<file path="src/rtl/vtg_pkg.sv">
package vtg_pkg;
  typedef enum logic [1:0] {
    VM_PULSE = 2'b00,
    VM_EVENT = 2'b01,
    VM_BURST = 2'b10,
    VM_BURST2 = 2'b11
  } vmode_e;
endpackage

</file>
<file path="src/rtl/vtg_shadow.sv">
module vtg_shadow
  import vtg_pkg::*;
#(
  parameter int HW = 12,
  parameter int VW = 11,
  parameter int PW = 12
) (
  input  logic             clk,
  input  logic             rst_n,
  input  logic             load,
  input  logic [HW-1:0]    cfg_hsa,
  input  logic [HW-1:0]    cfg_hbp,
  input  logic [HW-1:0]    cfg_hline,
  input  logic [VW-1:0]    cfg_vsa,
  input  logic [VW-1:0]    cfg_vbp,
  input  logic [VW-1:0]    cfg_vfp,
  input  logic [VW-1:0]    cfg_vact,
  input  logic [PW-1:0]    cfg_pkt,
  input  logic [1:0]       cfg_mode,
  input  logic             cfg_hs_low,
  input  logic             cfg_vs_low,
  output logic [HW-1:0]    sh_hsa,
  output logic [HW+1:0]    sh_act_s,
  output logic [HW+1:0]    sh_act_e,
  output logic [HW+1:0]    sh_len,
  output logic             sh_err,
  output logic [VW-1:0]    sh_vsa,
  output logic [VW+1:0]    sh_vact_s,
  output logic [VW+1:0]    sh_vact_e,
  output logic [VW+1:0]    sh_vtot,
  output vmode_e           sh_mode,
  output logic             sh_hs_low,
  output logic             sh_vs_low
);
  localparam int HCW = HW + 2;
  localparam int VCW = VW + 2;
  localparam logic [VW-1:0] VSA_MAX = VW'(15);

  logic [HCW-1:0] alen, act_s_d, act_e_d, len_d, hl;
  logic           err_d;
  logic [VW-1:0]  vsa_d;
  logic [VCW-1:0] vas_d, vae_d, vtot_d;

  // next-state: derived geometry of the pending frame
  always_comb begin
    alen    = cfg_mode[1] ? ((HCW'(cfg_pkt) + HCW'(1)) >> 1) : HCW'(cfg_pkt);
    act_s_d = HCW'(cfg_hsa) + HCW'(cfg_hbp);
    act_e_d = act_s_d + alen;
    hl      = HCW'(cfg_hline);
    err_d   = hl < act_e_d;
    len_d   = err_d ? act_e_d : hl;
    if (len_d == '0) len_d = HCW'(1);
    vsa_d   = (cfg_vsa > VSA_MAX) ? VSA_MAX : cfg_vsa;
    vas_d   = VCW'(vsa_d) + VCW'(cfg_vbp);
    vae_d   = vas_d + VCW'(cfg_vact);
    vtot_d  = vae_d + VCW'(cfg_vfp);
    if (vtot_d == '0) vtot_d = VCW'(1);
  end

  always_ff @(posedge clk or negedge rst_n) begin
    if (!rst_n) begin
      sh_hsa    <= '0;
      sh_act_s  <= '0;
      sh_act_e  <= '0;
      sh_len    <= HCW'(1);
      sh_err    <= 1'b0;
      sh_vsa    <= '0;
      sh_vact_s <= '0;
      sh_vact_e <= '0;
      sh_vtot   <= VCW'(1);
      sh_mode   <= VM_PULSE;
      sh_hs_low <= 1'b0;
      sh_vs_low <= 1'b0;
    end else if (load) begin
      sh_hsa    <= cfg_hsa;
      sh_act_s  <= act_s_d;
      sh_act_e  <= act_e_d;
      sh_len    <= len_d;
      sh_err    <= err_d;
      sh_vsa    <= vsa_d;
      sh_vact_s <= vas_d;
      sh_vact_e <= vae_d;
      sh_vtot   <= vtot_d;
      sh_mode   <= vmode_e'(cfg_mode);
      sh_hs_low <= cfg_hs_low;
      sh_vs_low <= cfg_vs_low;
    end
  end
endmodule

</file>
<file path="src/rtl/vtg_wrapctr.sv">
module vtg_wrapctr #(
  parameter int W = 14
) (
  input  logic         clk,
  input  logic         rst_n,
  input  logic         run,
  input  logic         step,
  input  logic [W-1:0] limit,
  output logic [W-1:0] cnt,
  output logic         at_last
);
  logic [W-1:0] cnt_d;

  assign at_last = (cnt == limit - W'(1));

  always_comb begin
    cnt_d = cnt;
    if (!run)         cnt_d = '0;
    else if (step)    cnt_d = at_last ? '0 : cnt + W'(1);
  end

  always_ff @(posedge clk or negedge rst_n) begin
    if (!rst_n) cnt <= '0;
    else        cnt <= cnt_d;
  end


  wrap_zero_chk: assert property (@(posedge clk) disable iff (!rst_n)
    run && step && at_last |=> cnt == '0);
endmodule

</file>
<file path="src/rtl/vid_timing_gen.sv">
module vid_timing_gen
  import vtg_pkg::*;
#(
  parameter int HW = 12,
  parameter int VW = 11,
  parameter int PW = 12
) (
  input  logic          clk,
  input  logic          rst_n,
  input  logic          enable,
  input  logic [HW-1:0] cfg_hsa,
  input  logic [HW-1:0] cfg_hbp,
  input  logic [HW-1:0] cfg_hline,
  input  logic [VW-1:0] cfg_vsa,
  input  logic [VW-1:0] cfg_vbp,
  input  logic [VW-1:0] cfg_vfp,
  input  logic [VW-1:0] cfg_vact,
  input  logic [PW-1:0] cfg_pkt,
  input  logic [1:0]    cfg_mode,
  input  logic          cfg_hs_low,
  input  logic          cfg_vs_low,
  output logic          frame_start_o,
  output logic          line_start_o,
  output logic          hs_start_o,
  output logic          hs_end_o,
  output logic          vs_start_o,
  output logic          vs_end_o,
  output logic          hsync_o,
  output logic          vsync_o,
  output logic          pix_valid_o,
  output logic [PW-1:0] pix_cnt_o,
  output logic          blank_o,
  output logic          cfg_err_o
);
  localparam int HCW = HW + 2;
  localparam int VCW = VW + 2;

  logic           active_q, active_d, load, run;
  logic [HW-1:0]  sh_hsa;
  logic [HCW-1:0] sh_act_s, sh_act_e, sh_len;
  logic           sh_err, sh_hs_low, sh_vs_low;
  logic [VW-1:0]  sh_vsa;
  logic [VCW-1:0] sh_vact_s, sh_vact_e, sh_vtot;
  vmode_e         sh_mode;
  logic [HCW-1:0] h_cnt, h_off, h_off_sc;
  logic [VCW-1:0] v_cnt;
  logic           h_last, v_last, h_in_act, v_in_act, evt, h_zero;

  always_comb begin
    active_d = enable;
    run      = active_q & enable;
    load     = enable & (~active_q | (h_last & v_last));
  end

  always_ff @(posedge clk or negedge rst_n) begin
    if (!rst_n) active_q <= 1'b0;
    else        active_q <= active_d;
  end

  vtg_shadow #(.HW(HW), .VW(VW), .PW(PW)) u_shadow (
    .clk(clk), .rst_n(rst_n), .load(load),
    .cfg_hsa(cfg_hsa), .cfg_hbp(cfg_hbp), .cfg_hline(cfg_hline),
    .cfg_vsa(cfg_vsa), .cfg_vbp(cfg_vbp), .cfg_vfp(cfg_vfp), .cfg_vact(cfg_vact),
    .cfg_pkt(cfg_pkt), .cfg_mode(cfg_mode),
    .cfg_hs_low(cfg_hs_low), .cfg_vs_low(cfg_vs_low),
    .sh_hsa(sh_hsa), .sh_act_s(sh_act_s), .sh_act_e(sh_act_e), .sh_len(sh_len),
    .sh_err(sh_err), .sh_vsa(sh_vsa), .sh_vact_s(sh_vact_s), .sh_vact_e(sh_vact_e),
    .sh_vtot(sh_vtot), .sh_mode(sh_mode), .sh_hs_low(sh_hs_low), .sh_vs_low(sh_vs_low)
  );

  vtg_wrapctr #(.W(HCW)) u_hctr (
    .clk(clk), .rst_n(rst_n), .run(run), .step(1'b1),
    .limit(sh_len), .cnt(h_cnt), .at_last(h_last)
  );

  vtg_wrapctr #(.W(VCW)) u_vctr (
    .clk(clk), .rst_n(rst_n), .run(run), .step(h_last),
    .limit(sh_vtot), .cnt(v_cnt), .at_last(v_last)
  );

  // region decode
  always_comb begin
    evt      = (sh_mode == VM_EVENT);
    h_zero   = (h_cnt == '0);
    h_in_act = (h_cnt >= sh_act_s) && (h_cnt < sh_act_e);
    v_in_act = (v_cnt >= sh_vact_s) && (v_cnt < sh_vact_e);
    h_off    = h_cnt - sh_act_s;
    h_off_sc = sh_mode[1] ? (h_off << 1) : h_off;

    line_start_o  = active_q & h_zero;
    frame_start_o = line_start_o & (v_cnt == '0);
    hs_start_o    = line_start_o;
    vs_start_o    = frame_start_o;
    hs_end_o      = active_q & ~evt & (h_cnt == HCW'(sh_hsa));
    vs_end_o      = line_start_o & ~evt & (v_cnt == VCW'(sh_vsa));
    pix_valid_o   = active_q & h_in_act & v_in_act;
    pix_cnt_o     = pix_valid_o ? h_off_sc[PW-1:0] : '0;
    blank_o       = active_q & ~(h_in_act & v_in_act);
    cfg_err_o     = active_q & sh_err;
    hsync_o       = active_q ? ((h_cnt < HCW'(sh_hsa)) ^ sh_hs_low) : cfg_hs_low;
    vsync_o       = active_q ? ((v_cnt < VCW'(sh_vsa)) ^ sh_vs_low) : cfg_vs_low;
  end


  h_in_range_chk: assert property (@(posedge clk) disable iff (!rst_n)
    active_q |-> h_cnt < sh_len);


  pix_step_chk: assert property (@(posedge clk) disable iff (!rst_n)
    pix_valid_o && $past(pix_valid_o) && !line_start_o |->
      pix_cnt_o == $past(pix_cnt_o) + (sh_mode[1] ? PW'(2) : PW'(1)));


  frame_origin_chk: assert property (@(posedge clk) disable iff (!rst_n)
    frame_start_o |-> $past(!active_q) || $past(h_last && v_last));


  shadow_hold_chk: assert property (@(posedge clk) disable iff (!rst_n)
    active_q && !frame_start_o |-> $stable(sh_len) && $stable(sh_vtot));


  zero_fp_chk: assert property (@(posedge clk) disable iff (!rst_n)
    active_q && sh_err && h_last && v_in_act |-> pix_valid_o);
endmodule

</file>
<file path="config.mk">
export PLATFORM = sky130hd
export DESIGN_NAME = vid_timing_gen
export DESIGN_NICKNAME = d
export VERILOG_FILES = /design/src/rtl/vtg_pkg.sv /design/src/rtl/vtg_shadow.sv /design/src/rtl/vtg_wrapctr.sv /design/src/rtl/vid_timing_gen.sv
export SDC_FILE = /design/constraint.sdc
export NUM_CORES = 1
export LEC_CHECK = 0
export CORE_AREA = 3 3 179 181
export CTS_CLUSTER_DIAMETER = 150
export DETAILED_ROUTE_END_ITERATION = 6
export DIE_AREA = 0 0 182 184
export DONT_BUFFER_PORTS = 1
export PLACE_DENSITY = 0.6
export SLEW_MARGIN = 20
export SYNTH_ARGS = -nofsm -noshare
export SYNTH_HDL_FRONTEND = slang
export SYNTH_SLANG_ARGS = --single-unit
export TNS_END_PERCENT = 20
</file>
<file path="constraint.sdc">
create_clock -name clk -period 10.25 [get_ports clk]
set_input_delay 2.05 -clock clk [delete_from_list [all_inputs] [get_ports clk]]
set_output_delay 2.05 -clock clk [all_outputs]
set_load 0.1 [all_outputs]
</file>
# Yosys cells after proc, flatten, opt, wreduce, memory -nomap -nowiden
# Cells that the tools add are included.
[classes]
add_sub_neg = 11
magnitude_cmp = 8
eq_ne = 6
n_mux = 14
n_bitwise = 20
reduce_logical = 6
[op_table]
columns = ["operator", "n"]
rows = [
  ["2-to-1 mux 13 bit", 5],
  ["2-to-1 mux 14 bit", 4],
  ["zero test 14 bit", 2],
  ["adder 13 x 11 -> 13 bit", 2],
  ["zero test 13 bit", 2],
  ["2-to-1 mux 12 bit", 2],
  ["adder 13 x 13 -> 14 bit", 1],
  ["adder 14 x 1 -> 14 bit, second input constant", 1],
  ["AND 1 bit", 14],
  ["equality test 14 x 12 -> 1 bit", 1],
  ["equality test 14 bit", 1],
  [">= comparator 14 x 13 -> 1 bit", 1],
  ["< comparator 12 x 14 -> 1 bit", 1],
  ["< comparator 14 x 12 -> 1 bit", 1],
  ["< comparator 14 bit", 1],
  ["subtractor 14 x 1 -> 14 bit, second input constant", 1],
  ["adder 12 x 1 -> 13 bit, second input constant", 1],
  ["adder 12 x 12 -> 13 bit", 1],
  ["adder 13 x 1 -> 13 bit, second input constant", 1],
  ["equality test 13 x 11 -> 1 bit", 1],
  ["equality test 13 bit", 1],
  [">= comparator 13 bit", 1],
  ["< comparator 13 x 11 -> 1 bit", 1],
  ["< comparator 13 bit", 1],
  ["other kinds (12)", 17],
]
[totals]
regBits = 136
input_bits = 99
elab_cells = 80

# Depth between registers and ports, before layout
[depth]
word_depth = 7
ltp_mapped = 26

# Modules after synthesis
# A second synthesis with hierarchy kept.
[hier_totals]
cells_unflattened = 1349
area_unflattened_um2 = 12384.4
[by_module_without_submodules]
columns = ["module", "n_inst", "cells_each", "area_per_inst_um2", "seq_area_each_um2"]
rows = [
  ["vtg_shadow", 1, 700, 7230.7, 2680.1],
  ["vid_timing_gen", 1, 357, 2612.5, 25.0],
  ["vtg_wrapctr at u_hctr", 1, 158, 1347.5, 350.3],
  ["vtg_wrapctr at u_vctr", 1, 134, 1193.6, 325.3],
]

# Worst setup path after synthesis
# No wires, ideal clock.
[synth_path]
kind = "register to output"
from = "reg u_hctr.cnt[0]"
to = "out pix_cnt_o[10]"
arrival_ns = 4.708
path_slack_ns = 3.492
path_stages_with_launch = 14
path_buffers = 1
cell_sequence = "dfrtp_1 -> inv_1 -> ha_1 -> inv_1 -> fa_1 -> a21o_1 -> a21oi_1 -> o21bai_1 -> a2111oi_0 -> o31ai_1 -> o211ai_1 -> a211oi_1 -> clkbuf_1 -> nor2b_1"
[synth_between]
elab_chain_len = 5
word_cells_on_any_way = 8
classes_between = "add/sub (1); order compare (2); mux (2); bitwise (2); reduce/logical (1)"
[synth_lines]
columns = ["element", "line", "source"]
rows = [
  ["from (decl)", "vtg_wrapctr.sv:9", "output logic [W-1:0] cnt,"],
  ["from (signal assigned)", "vtg_wrapctr.sv:24", "else cnt <= cnt_d;"],
  [">= comparator 14 x 13 -> 1 bit / < comparator 14 bit (equally long branches)", "vid_timing_gen.sv:85", "h_in_act = (h_cnt >= sh_act_s) && (h_cnt < sh_act_e);"],
  ["logical AND 1 bit (*)", "vid_timing_gen.sv:85", ""],
  ["AND 1 bit (*) (2 in series)", "vid_timing_gen.sv:96", "pix_valid_o = active_q & h_in_act & v_in_act;"],
  ["named net pix_valid_o", "vid_timing_gen.sv:30", "output logic pix_valid_o,"],
  ["2-to-1 mux 12 bit (*)", "vid_timing_gen.sv:97", "pix_cnt_o = pix_valid_o ? h_off_sc[PW-1:0] : '0;"],
  ["to (decl)", "vid_timing_gen.sv:31", "output logic [PW-1:0] pix_cnt_o,"],
]
# The timed path passes the listed nets; every way through them passes the cells marked *.

# Final worst setup path
[layout_path]
from = "in cfg_vsa[8]"
to = "reg u_shadow.sh_vtot[12]"
[layout_between]
elab_chain_len = 7
[layout_lines]
columns = ["element", "line", "source"]
rows = [
  ["from (decl)", "vid_timing_gen.sv:14", "input logic [VW-1:0] cfg_vsa,"],
  ["> comparator 11 x 4 -> 1 bit (*)", "vtg_shadow.sv:53", "vsa_d = (cfg_vsa > VSA_MAX) ? VSA_MAX : cfg_vsa;"],
  ["2-to-1 mux 11 bit (*)", "vtg_shadow.sv:53", ""],
  ["named net u_shadow.vsa_d[1]", "vtg_shadow.sv:41", "logic [VW-1:0] vsa_d;"],
  ["adder 11 x 11 -> 12 bit (*)", "vtg_shadow.sv:54", "vas_d = VCW'(vsa_d) + VCW'(cfg_vbp);"],
  ["named net u_shadow.vas_d[5]", "vtg_shadow.sv:42", "logic [VCW-1:0] vas_d, vae_d, vtot_d;"],
  ["adder 13 x 11 -> 13 bit (*)", "vtg_shadow.sv:55", "vae_d = vas_d + VCW'(cfg_vact);"],
  ["named net u_shadow.vae_d[10]", "vtg_shadow.sv:42", ""],
  ["adder 13 x 11 -> 13 bit (*)", "vtg_shadow.sv:56", "vtot_d = vae_d + VCW'(cfg_vfp);"],
  ["zero test 13 bit", "vtg_shadow.sv:57", "if (vtot_d == '0) vtot_d = VCW'(1);"],
  ["2-to-1 mux 13 bit (*)", "vtg_shadow.sv:57", ""],
  ["to (signal assigned)", "vtg_shadow.sv:83", "sh_vtot <= vtot_d;"],
  ["to (decl)", "vtg_shadow.sv:30", "output logic [VW+1:0] sh_vtot,"],
]
# Marks and branches as above.
# A chain may end at the register's enable or synchronous reset.

==> impl_results.rst <==
.. list-table::
   :header-rows: 1

   * - Metric
     - Value
   * - Most used flip-flop cell after synthesis
     - dfrtp_1
   * - Final setup violation count
     - 0
   * - Commonest non-fill, non-tap cells in the layout
     - 150 x ha_1, 133 x dfrtp_1, 113 x inv_1, 102 x nor2_1, 88 x a21oi_1
   * - Placer Congestion
     - 0.846
   * - Width of the die
     - 182 um
   * - Part of the cycle the worst path needs
     - about two thirds
   * - Leakage
     - 6.28 nW
   * - Post-synthesis cell area
     - 12200 um^2
   * - Number of remaining DRC errors
     - 0
   * - Mean routed wirelength per cell
     - 18.1 um
   * - Endpoint type of the worst setup path
     - flop
   * - DP Cell Count
     - 1724
   * - Biggest fanout along the worst timing path
     - 5
   * - Maximum level of the CTS H-tree
     - 4
   * - Worst IR Drop VDD
     - 96.0 uV
   * - Clock tree from TritonCTS
     - built
   * - Skew-Pair Late Insertion Delay
     - about 0.43 ns
   * - Share of synthesized flip-flops with an asynchronous set or reset
     - 100%
   * - Maximum clock rate
     - 149 MHz
   * - Area share of the largest cell type after synthesis
     - 27.3%
   * - Area of all placed cells without fillers
     - 13200 um^2
   * - Worst hold slack
     - 0.485 ns
   * - TritonRoute pass-1 iters
     - 5
   * - FF+latch count, synth
     - 135
   * - Worst setup path class
     - in -> reg
   * - Vias post-DR
     - 9760
   * - Hold Violations, Final
     - 0
   * - Total of hold buffers inserted after clock tree synthesis
     - 0
   * - Total design power
     - between 2 and 3 mW
   * - Path class of the lowest-slack min-delay path
     - reg -> reg
   * - Clock period minus worst slack
     - approximately 6.7 ns
   * - Cell count of the worst reg-to-reg path
     - 12
   * - Standard cell core area
     - 30600 um^2
   * - Area after DPL
     - 12600 um^2
   * - Least setup slack across all paths after layout
     - between 3 and 4 ns
   * - Row cnt
     - 64
   * - Drt first-iter violations
     - around 630
   * - Via density
     - around 5.6
   * - Post-CTS repair timing setup buffer count
     - 0
   * - Proportion of synthesized chip area in sequential cells
     - 27.8%
   * - DP Wirelength
     - 24900 um
   * - Overall routed net length
     - about 32000 um
   * - Die span in y
     - roughly 180 um
   * - Clock tree buffer depth
     - 2
   * - Utilization after layout
     - a little over two fifths
   * - Crit start category
     - primary input
   * - Hold path cells
     - 2
   * - Max-slew violations
     - 0
   * - Required time at the endpoint of the critical path
     - between 10 and 15 ns
   * - Clock tree root driver cell
     - clkbuf_16
   * - Wire length of the first global-routing pass
     - 51500 um
   * - Commonest non-fill, non-tap cell in the layout
     - ha_1
   * - Data arrival time of the worst path
     - 7.07 ns
   * - Total gr overflow
     - 0
   * - Count of input and output buffers
     - 0
   * - Clock skew after layout
     - 0.00792 ns
   * - Final sum of negative setup slack
     - 0 ns
   * - Post_cts resized
     - 0
   * - Run status
     - completed
   * - Largest area contributor in the synthesized netlist
     - dfrtp_1
   * - Slew headroom
     - 26.2%
   * - Number of antenna violations at the first check in global routing
     - 0
   * - YS warnings
     - 0
   * - Number of enable flip-flop cells after synthesis
     - 0
   * - Sinks on Clock Net
     - approximately 140
   * - Initial Util
     - 39.8%
   * - Worst slack, placed
     - 3.16 ns
   * - Area of the die
     - 33500 um^2
   * - Vias in the first global route
     - ~9500
   * - Total Nets Final
     - 1602
   * - Total I/O pin count
     - 122
   * - Max-cap check violation count
     - 0
   * - Top area cells in the synthesized netlist
     - dfrtp_1 27%, ha_1 15%, mux2_4 6.4%
   * - Final Instance Count excl. Fillers
     - 1755
   * - Syn Inst Count
     - 1358
   * - Number of distinct library cells after synthesis
     - around 80
   * - GR Util All Layers
     - 19.1%
   * - Fillcell total
     - between 3000 and 4000
   * - Final antenna-violating net count
     - 0
   * - Area overhead of the layout relative to synthesis
     - 8.38%
   * - Ant diodes
     - 0
   * - Setup repair after global routing missed its margin
     - false
   * - Power density over cell area
     - between 150 and 200 nW/um^2
   * - Layout cells sized above 1
     - 9.49%
   * - Clock edge transition at the registers on the reported setup and hold paths
     - around 0.060 ns
   * - Transition time of the tightest slew-check pin
     - 1.11 ns
   * - Largest net degree at the start of global routing
     - between 100 and 150
   * - TritonCTS Buffers
     - 17
   * - Synthesized area per cell
     - 8.96 um^2
==> critical path, stage by stage <==
cell	delay, ns
nor4_1	0.28
nand2_1	0.13
or2_2	0.35
ha_1	0.31
a211oi_1	0.21
nor2_1	0.12
o31a_1	0.28
a21oi_1	0.35
ha_1	0.34
a21o_1	0.20
or3_1	0.33
o211ai_1	0.24
nand2b_1	0.10
a211oi_1	0.26
nor2_1	0.10
ha_1	0.34
and3_1	0.17
a21oi_1	0.09
o21ai_0	0.12
nor2_1	0.21
nand3_1	0.11
o31a_1	0.17
a21oi_1	0.13
a21o_1	0.11
==> where the power goes <==
part	total [mW]	switching [mW]	leakage [nW]	internal, mW
sequential	0.803	0.141	1.66	0.662
clock	0.611	0.241	0.279	0.370
combinational	1.15	0.626	4.34	0.524
total	2.56	1.01	6.28	1.56
==> Yosys cell counts (all sizes together) (19+ instances only) <==
| cell type | count |
|---|---|
| ha | 150 |
| dfrtp | 133 |
| inv | 113 |
| nor2 | 103 |
| a21oi | 89 |
| nand2 | 84 |
| o21ai | 82 |
| xnor2 | 64 |
| mux2 | 53 |
| nand3 | 40 |
| xor2 | 36 |
| a21o | 29 |
| nor3 | 29 |
| nor2b | 25 |
| clkbuf | 24 |
| o21a | 24 |
| mux2i | 20 |
| nand2b | 19 |
==> state kept, by name (all words and copies together), names as in the netlist, 2 cells and up <==
register,flops
u_shadow.sh_vtot,13
u_shadow.sh_hsa,12
u_shadow.sh_act_s,13
u_shadow.sh_mode,2
u_shadow.sh_vsa,11
u_shadow.sh_act_e,14
u_shadow.sh_vact_e,13
u_shadow.sh_vact_s,12
u_vctr.cnt,13
u_shadow.sh_len,14
u_hctr.cnt,14
==> cells by family after synthesis <==
| family | synth area share (%) |
|---|---|
| flip-flops | 27.8 |
| multiplexers | 8.15 |
| XOR/XNOR | 7.58 |
| AO/OA/AOI/OAI | 17.1 |
| adder cells (fa/ha/maj) | 16.4 |
| AND/OR/NAND/NOR | 17.5 |
| buffers and inverters | 5.47 |
| other | 0.0308 |
==> final cells by class <==
cell class	instances	area, um^2	share of cell area, %
inverters	113	424	3.21
clock inverters	11	124	0.939
repair buffers	5	77.6	0.588
clock buffers	20	457	3.46
multi-input cells	1075	8240	62.4
well taps	396	495	3.76
flip-flops and latches	135	3380	25.6
==> worst paths after layout <==
| path | from | to | slack [ns] |
|---|---|---|---|
| setup / recovery | cfg_vsa[8] | u_shadow.sh_vtot[12]$_DFFE_PN0P_ | 3.54 |
| hold / removal | u_shadow.sh_act_e[4]$_DFFE_PN0P_ | u_shadow.sh_act_e[4]$_DFFE_PN0P_ | 0.48 |
| setup reg to reg | u_shadow.sh_vtot[0]$_DFFE_PN1P_ | u_shadow.sh_act_e[13]$_DFFE_PN0P_ | 5.50 |
| hold reg to reg | u_shadow.sh_act_e[4]$_DFFE_PN0P_ | u_shadow.sh_act_e[4]$_DFFE_PN0P_ | 0.48 |
| max in group asynchronous | rst_n | u_shadow.sh_vtot[0]$_DFFE_PN1P_ | 8.53 |
| min in group asynchronous | rst_n | u_vctr.cnt[4]$_DFFE_PN0P_ | 1.33 |
==> per-layer routing <==
metal | part of all wire (%) | track usage, % | vias to the layer above
li1 | - | - | 4838
met1 | 49 | 27.2 | 4701
met4 | 1.6 | 4.69 | 0
met5 | 0 | 0 | -
met2 | 44 | 30.2 | 188
met3 | 4.8 | 3.40 | 33
(Power assumes the default switching activity.)
